==> config.mk <==
export PLATFORM = sky130hd
export DESIGN_NAME = twostrike_wdog
export DESIGN_NICKNAME = d
export VERILOG_FILES = /design/src/rtl/twostrike_pkg.sv /design/src/rtl/twostrike_dpath.sv /design/src/rtl/twostrike_ctrl.sv /design/src/rtl/twostrike_wdog.sv
export SDC_FILE = /design/constraint.sdc
export NUM_CORES = 1
export LEC_CHECK = 0
export BUFFER_PORTS_ARGS = -buffer_cell sky130_fd_sc_hd__buf_4
export CAP_MARGIN = 20
export CELL_PAD_IN_SITES_DETAIL_PLACEMENT = 0
export CELL_PAD_IN_SITES_GLOBAL_PLACEMENT = 1
export CORE_MARGIN = 8
export CORE_UTILIZATION = 39
export DETAILED_ROUTE_END_ITERATION = 12
export PLACE_DENSITY = 0.86
export SETUP_SLACK_MARGIN = 0.1
export SYNTH_ARGS = -nofsm -noshare
export SYNTH_HDL_FRONTEND = slang
export SYNTH_HIERARCHICAL = 1
export SYNTH_SLANG_ARGS = --single-unit
==> constraint.sdc <==
create_clock -name clk -period 4.8 [get_ports clk]
set_clock_uncertainty 0.2 [all_clocks]
set_input_delay 0.48 -clock clk [delete_from_list [all_inputs] [get_ports clk]]
set_output_delay 0.48 -clock clk [all_outputs]
set_load 0.05 [all_outputs]
==> src/rtl/twostrike_pkg.sv <==
package twostrike_pkg;

  localparam int ADDR_W = 5;

  // Register byte offsets (32-bit registers)
  localparam logic [ADDR_W-1:0] OFS_CTRL    = 5'h00;
  localparam logic [ADDR_W-1:0] OFS_STATUS  = 5'h04;
  localparam logic [ADDR_W-1:0] OFS_TIMEOUT = 5'h08;
  localparam logic [ADDR_W-1:0] OFS_SMICFG  = 5'h0C;
  localparam logic [ADDR_W-1:0] OFS_COUNT   = 5'h10;

  // Field positions
  localparam int BIT_ARM     = 0;
  localparam int BIT_EXPIRED = 3;
  localparam int BIT_SMICLR  = 13;

  // Strobes from control to datapath
  typedef struct packed {
    logic reload;
    logic dec;
    logic setFlag;
    logic clrFlag;
    logic initAll;
    logic wrTimeout;
  } wdStrb_t;

endpackage

==> src/rtl/twostrike_dpath.sv <==
module twostrike_dpath
  import twostrike_pkg::*;
#(
  parameter int TMR_W       = 16,
  parameter int DEF_TIMEOUT = 300
) (
  input  logic             clk,
  input  logic             rstN,
  input  wdStrb_t          strb,
  input  logic [TMR_W-1:0] wrVal,
  output logic [TMR_W-1:0] timeoutVal,
  output logic [TMR_W-1:0] cntVal,
  output logic             cntLow,
  output logic             flagQ
);

  localparam logic [TMR_W-1:0] DEF_VAL = TMR_W'(DEF_TIMEOUT);
  localparam logic [TMR_W-1:0] ONE_VAL = TMR_W'(1);

  logic [TMR_W-1:0] timeoutReg;
  logic [TMR_W-1:0] cntReg;
  logic             flagReg;

  // Counter at 1 or 0: the next tick is an expiry
  assign cntLow     = cntReg <= ONE_VAL;
  assign timeoutVal = timeoutReg;
  assign cntVal     = cntReg;
  assign flagQ      = flagReg;

  always_ff @(posedge clk or negedge rstN) begin
    if (!rstN) begin
      timeoutReg <= DEF_VAL;
      cntReg     <= DEF_VAL;
      flagReg    <= 1'b0;
    end else if (strb.initAll) begin
      timeoutReg <= DEF_VAL;
      cntReg     <= DEF_VAL;
      flagReg    <= 1'b0;
    end else begin
      if (strb.wrTimeout) timeoutReg <= wrVal;

      if (strb.reload)   cntReg <= timeoutReg;
      else if (strb.dec) cntReg <= cntReg - ONE_VAL;

      // A new expiry wins over any clear in the same cycle
      if (strb.setFlag)      flagReg <= 1'b1;
      else if (strb.clrFlag) flagReg <= 1'b0;
    end
  end

endmodule

==> src/rtl/twostrike_ctrl.sv <==
module twostrike_ctrl
  import twostrike_pkg::*;
#(
  parameter int TMR_W      = 16,
  parameter int RST_CYCLES = 16
) (
  input  logic              clk,
  input  logic              rstN,
  input  logic              tick,
  input  logic              kick,
  input  logic              smiSvcOk,
  input  logic              wrEn,
  input  logic [ADDR_W-1:0] addr,
  input  logic [31:0]       wrData,
  input  logic              cntLow,
  input  logic              flagQ,
  input  logic [TMR_W-1:0]  timeoutVal,
  input  logic [TMR_W-1:0]  cntVal,
  output wdStrb_t           strb,
  output logic [31:0]       rdData,
  output logic              smiReq,
  output logic              sysRst
);

  localparam int RCNT_W = $clog2(RST_CYCLES + 1);
  localparam logic [RCNT_W-1:0] RCNT_LOAD = RCNT_W'(RST_CYCLES);
  localparam logic [RCNT_W-1:0] RCNT_ONE  = RCNT_W'(1);

  logic              armEn;
  logic              smiEn;
  logic              smiReqQ;
  logic              sysRstQ;
  logic [RCNT_W-1:0] rstCnt;

  logic rstActive;
  logic swWrCtrl, swWrStatus, swWrTimeout, swWrSmi;
  logic armRise, expire, strike2, autoClr;
  logic unusedWrBits;

  assign rstActive   = rstCnt != '0;
  assign swWrCtrl    = wrEn && (addr == OFS_CTRL)    && !rstActive;
  assign swWrStatus  = wrEn && (addr == OFS_STATUS)  && !rstActive;
  assign swWrTimeout = wrEn && (addr == OFS_TIMEOUT) && !rstActive;
  assign swWrSmi     = wrEn && (addr == OFS_SMICFG)  && !rstActive;

  assign armRise = swWrCtrl && wrData[BIT_ARM] && !armEn;
  assign expire  = armEn && tick && !kick && cntLow && !rstActive;
  assign strike2 = expire && flagQ;
  assign autoClr = smiReqQ && smiSvcOk && !rstActive;

  always_comb begin
    strb           = '0;
    strb.reload    = !rstActive && (kick || armRise || expire);
    strb.dec       = !rstActive && armEn && tick && !kick && !cntLow;
    strb.setFlag   = expire;
    strb.clrFlag   = autoClr || (swWrStatus && wrData[BIT_EXPIRED]);
    strb.initAll   = rstCnt == RCNT_ONE;
    strb.wrTimeout = swWrTimeout;
  end

  always_ff @(posedge clk or negedge rstN) begin
    if (!rstN) begin
      armEn   <= 1'b0;
      smiEn   <= 1'b1;
      smiReqQ <= 1'b0;
      sysRstQ <= 1'b0;
      rstCnt  <= '0;
    end else begin
      smiReqQ <= expire && smiEn;

      if (strb.initAll) begin
        armEn <= 1'b0;
        smiEn <= 1'b1;
      end else begin
        if (swWrCtrl) armEn <= wrData[BIT_ARM];
        if (swWrSmi)  smiEn <= wrData[BIT_SMICLR];
      end

      if (strike2) begin
        rstCnt  <= RCNT_LOAD;
        sysRstQ <= 1'b1;
      end else if (rstActive) begin
        rstCnt <= rstCnt - RCNT_ONE;
        if (strb.initAll) sysRstQ <= 1'b0;
      end
    end
  end

  always_comb begin
    rdData = '0;
    case (addr)
      OFS_CTRL:    rdData[BIT_ARM]     = armEn;
      OFS_STATUS:  rdData[BIT_EXPIRED] = flagQ;
      OFS_TIMEOUT: rdData              = 32'(timeoutVal);
      OFS_SMICFG:  rdData[BIT_SMICLR]  = smiEn;
      OFS_COUNT:   rdData              = 32'(cntVal);
      default:     rdData              = '0;
    endcase
  end

  assign smiReq = smiReqQ;
  assign sysRst = sysRstQ;

  assign unusedWrBits = ^{wrData[31:BIT_SMICLR+1], wrData[BIT_SMICLR-1:BIT_EXPIRED+1],
                          wrData[BIT_EXPIRED-1:BIT_ARM+1]};

  AST_RST_NEEDS_FLAG: assert property (@(posedge clk) disable iff (!rstN)
    $rose(sysRst) |-> $past(flagQ));

  AST_SMI_NEEDS_ENABLE: assert property (@(posedge clk) disable iff (!rstN)
    $rose(smiReq) |-> $past(smiEn));

  AST_SMI_CLEARS_FLAG: assert property (@(posedge clk) disable iff (!rstN)
    smiReq && smiSvcOk && !sysRst && !(tick && armEn) |=> !flagQ);

  AST_KICK_RELOADS: assert property (@(posedge clk) disable iff (!rstN)
    kick && !sysRst |=> cntVal == $past(timeoutVal));

  AST_KICK_KEEPS_FLAG: assert property (@(posedge clk) disable iff (!rstN)
    kick && flagQ && !sysRst && !smiReq && !wrEn |=> flagQ);

  AST_IDLE_HOLDS: assert property (@(posedge clk) disable iff (!rstN)
    !armEn && !kick && !wrEn && !sysRst |=> $stable(cntVal));

  AST_PULSE_END_RESTORES: assert property (@(posedge clk) disable iff (!rstN)
    $fell(sysRst) |-> !armEn && smiEn && !flagQ);

endmodule

==> src/rtl/twostrike_wdog.sv <==
module twostrike_wdog
  import twostrike_pkg::*;
#(
  parameter int TMR_W       = 16,
  parameter int RST_CYCLES  = 16,
  parameter int DEF_TIMEOUT = 300
) (
  input  logic        clk,
  input  logic        rstN,
  input  logic        tick,
  input  logic        kick,
  input  logic        smiSvcOk,
  input  logic        wrEn,
  input  logic [4:0]  addr,
  input  logic [31:0] wrData,
  output logic [31:0] rdData,
  output logic        smiReq,
  output logic        sysRst
);

  wdStrb_t          strb;
  logic [TMR_W-1:0] timeoutVal;
  logic [TMR_W-1:0] cntVal;
  logic             cntLow;
  logic             flagQ;

  twostrike_ctrl #(
    .TMR_W      (TMR_W),
    .RST_CYCLES (RST_CYCLES)
  ) u_ctrl (
    .clk        (clk),
    .rstN       (rstN),
    .tick       (tick),
    .kick       (kick),
    .smiSvcOk   (smiSvcOk),
    .wrEn       (wrEn),
    .addr       (addr),
    .wrData     (wrData),
    .cntLow     (cntLow),
    .flagQ      (flagQ),
    .timeoutVal (timeoutVal),
    .cntVal     (cntVal),
    .strb       (strb),
    .rdData     (rdData),
    .smiReq     (smiReq),
    .sysRst     (sysRst)
  );

  twostrike_dpath #(
    .TMR_W       (TMR_W),
    .DEF_TIMEOUT (DEF_TIMEOUT)
  ) u_dpath (
    .clk        (clk),
    .rstN       (rstN),
    .strb       (strb),
    .wrVal      (wrData[TMR_W-1:0]),
    .timeoutVal (timeoutVal),
    .cntVal     (cntVal),
    .cntLow     (cntLow),
    .flagQ      (flagQ)
  );

endmodule

==> run_results.csv <==
group,metric,value,unit
synth,netlist.area_leader.share,31.3,%
run,maxCapViolCount,0,
synth,synthTopCellsByCount,"33 x dfrtp_1, 30 x nor2_1, 22 x mux2i_1",
routing,dr.pass1.iters,6,
routing,vias,2054,
power,power.leakage,0.00137,uW
routing,wirelength,6120,um
floorplan,die_y,98.3,um
synth,ys_seq_elements,42,
grt,grt_max_degree,43,
grt,grt_pass1_vias,2089,
final_layout,stdcell_count,390,
clocking,path_clk_slew,80,ps
final_layout,layout-drive-gt1-share,25.5,%
clocking,cts_root_buffer,"clkbuf_8",
worst_setup_path,required,4790,ps
grt,grt_pass1_wl,10200,um
synth,postSynthCellCount,272,
timing,fin_crit,3600,ps
synth,syn_avg_cell_area,9.71,um^2
clocking,cts.path.max_buffers,2,
synth,synth_edf_count,0,
worst_setup_path,crit_path_start_kind,"register",
synth,async_flop_share,100,%
worst_setup_path,arrival,3590,ps
timing,drv_slew,0,
floorplan,io_pins,77,
place,place_hpwl,4300,um
clocking,clock-sinks,42,
worst_setup_path,crit_buf_inv,1,
timing,setup_viol_count_final,0,
timing,rsz0062_at_grt,"false",
worst_setup_path,cp_slowest_stage_delay,620,ps
synth,synth_top_area_cell,"dfrtp_1",
synth,ys_seq_area_share,40.2,%
synth,yosys.cell_types.count,51,
worst_setup_path,cpLargestDelayFamily,"simple AND/OR/NAND/NOR gates",
clocking,cts-resized-gates,0,
routing,drt_first_iter_violations,102,
routing,postRouteAntennaNets,0,
place,gp_congestion,0.787,
timing,fmax,278,MHz
worst_setup_path,critical_path.endpoint_type,"register",
timing,setup_tns,0,ps
power,powerDensity,317,nW/um^2
timing,hold_viol_final,0,
timing,tightest_slew,777,ps
timing,fin_crit_sh,74.9,%
synth,yosys_warnings,6,
clocking,clk-insertion-delay-late,290,ps
clocking,cts_setup_buffers,0,
place,portBuffers,44,
min_path,hold_class,"in2reg",
grt,globalRouteOverflowTotal,0,
power,irDropWorstVdd,0.161,mV
grt,antenna_found_initial,0,
clocking,h-tree-depth,2,
final_layout,num_antenna_cells,0,
clocking,cts_tree,"yes",
routing,route.detailed.drc,0,
floorplan,core,6680,um^2
grt,grt_usage,12.7,%
floorplan,rows,30,
final_layout,fillers,652,
timing,relSlewSlack,48.1,%
routing,via_per_inst,5.27,
status,status,"completed",
worst_setup_path,crit_fanout,7,
final_layout,area_growth,15.8,%
final_layout,fin_nets,357,
place,dp_cells,381,
worst_setup_path,crit_chain,"or4_1 -> or2_1 -> nor4_1 -> buf_4 -> nor2_1 -> or4b_1 -> or2_2 -> or3_2 -> a311oi_1",
worst_setup_path,crit_slowest_cell,"or4b_1",
routing,wl_per_cell,15.7,um
synth,syn-cell-area,2640,um^2
worst_setup_path,worstSetupPathType,"reg2reg",
floorplan,initial_core_util,39.5,%
floorplan,die_area,9660,um^2
floorplan,die_w,98.3,um
synth,synthTopCellsByArea,"dfrtp_1 31%, dfstp_2 9.0%, mux2i_1 8.3%",
synth,yosysMostFrequentCell,"dfrtp_1",
clocking,cts_buffers,5,
synth,synth_ff_type,"dfrtp_1",
-- flip-flops by register name, summed over array words and instances (netlist names) --
register            count
u_dpath/cntVal         16
u_dpath/flagQ           1
u_ctrl/smiReq           1
u_ctrl/rstCnt           5
u_dpath/timeoutVal     16
u_ctrl/smiEn            1
u_ctrl/sysRst           1
u_ctrl/armEn            1
-- final timing paths --
path / end / slack [ps] / cells past startpoint / startpoint
worst max-delay path: u_dpath/cntVal[11] / 1200 / 9 / u_dpath/cntVal[5]
worst min-delay path: u_dpath/timeoutVal[8] / 200 / 3 / wrData[8]
worst max register to register: u_dpath/cntVal[11] / 1200 / 9 / u_dpath/cntVal[5]
worst min register to register: u_ctrl/sysRst / 320 / 2 / u_ctrl/sysRst
max in group asynchronous: u_dpath/cntVal[5] / 3510 / 2 / rstN
min in group asynchronous: u_ctrl/armEn / 520 / 2 / rstN
-- stage by stage --
stage	power, uW	setup slack (ps)	instance area [um^2]	utilization [%]	hold slack (ps)
final	969	1200	3060	45.7	205
after global routing	1030	1000	3060	45.7	210
after CTS	980	1210	3060	45.7	197
after detailed placement	736	1230	2950	44.2	295
after global placement	727	1270	2950	44.2	302
after floorplan	674	1220	2700	-	-15.6
-- tightest hold or removal path, stage by stage --
cell,delay (ps)
buf_4,80
mux2i_1,50
nand2_1,60
-- where the power goes --
part           total [uW]  switching [uW]  internal (uW)  leakage (uW)
clock network         238             123            116     0.0000472
registers             507            71.7            436      0.000523
logic                 223             128           95.1      0.000799
-- kinds of logic (layout without fill, tap and decap cells) --
| group | count (synthesis) | count (layout) | share of synthesized area [%] |
|---|---|---|---|
| simple gates | 96 | 96 | 20.9 |
| compound gates | 48 | 48 | 14.1 |
| buf+inv | 46 | 69 | 9.72 |
| flops | 42 | 42 | 40.2 |
| mux | 24 | 24 | 9.19 |
| xor+xnor | 10 | 10 | 3.32 |
| fa+ha+maj | 5 | 5 | 2.37 |
| other cells | 1 | 16 | 0.142 |
-- per-layer routing --
metal | GRT usage, % | vias up | share of wire (%)
met2 | 21.7 | 43 | 49
met3 | 1.64 | 4 | 2.7
met4 | 4.72 | 0 | 1.0
met1 | 16.0 | 996 | 47
li1 | - | 1011 | -
met5 | 0 | - | 0
-- final cells by class --
type	count	area (um^2)	area share, %
Clock buffer	6	82.6	2.70
Timing Repair Buffer	49	370	12.1
Sequential cell	42	1060	34.8
Clock inverter	2	12.5	0.409
Tap cell	80	100	3.27
Multi-Input combinational cell	199	1380	45.3
Inverter	12	45.0	1.47
-- repair_timing --
action	in CTS	in global routing
hold endpoints to repair	33	0
setup endpoints to repair	0	0
hold buffers	1	0
-- cells in the final DEF, fill, tap and decap left out, types with 4 or more instances in the layout --
| cell type | count |
|---|---|
| dfstp_2 | 9 |
| o21ai_0 | 5 |
| buf_4 | 48 |
| nor3_1 | 6 |
| conb_1 | 16 |
| inv_1 | 12 |
| clkbuf_8 | 6 |
| dfrtp_1 | 33 |
| xnor2_1 | 8 |
| nor2_1 | 30 |
| mux2i_1 | 22 |
| a22o_1 | 13 |
| nor2b_1 | 5 |
| nor4_1 | 6 |
| a211oi_1 | 4 |
| ha_1 | 5 |
| a21oi_1 | 8 |
| nand2_1 | 16 |
| and3_1 | 5 |
No activity file was read; power rests on OpenSTA's default activity.
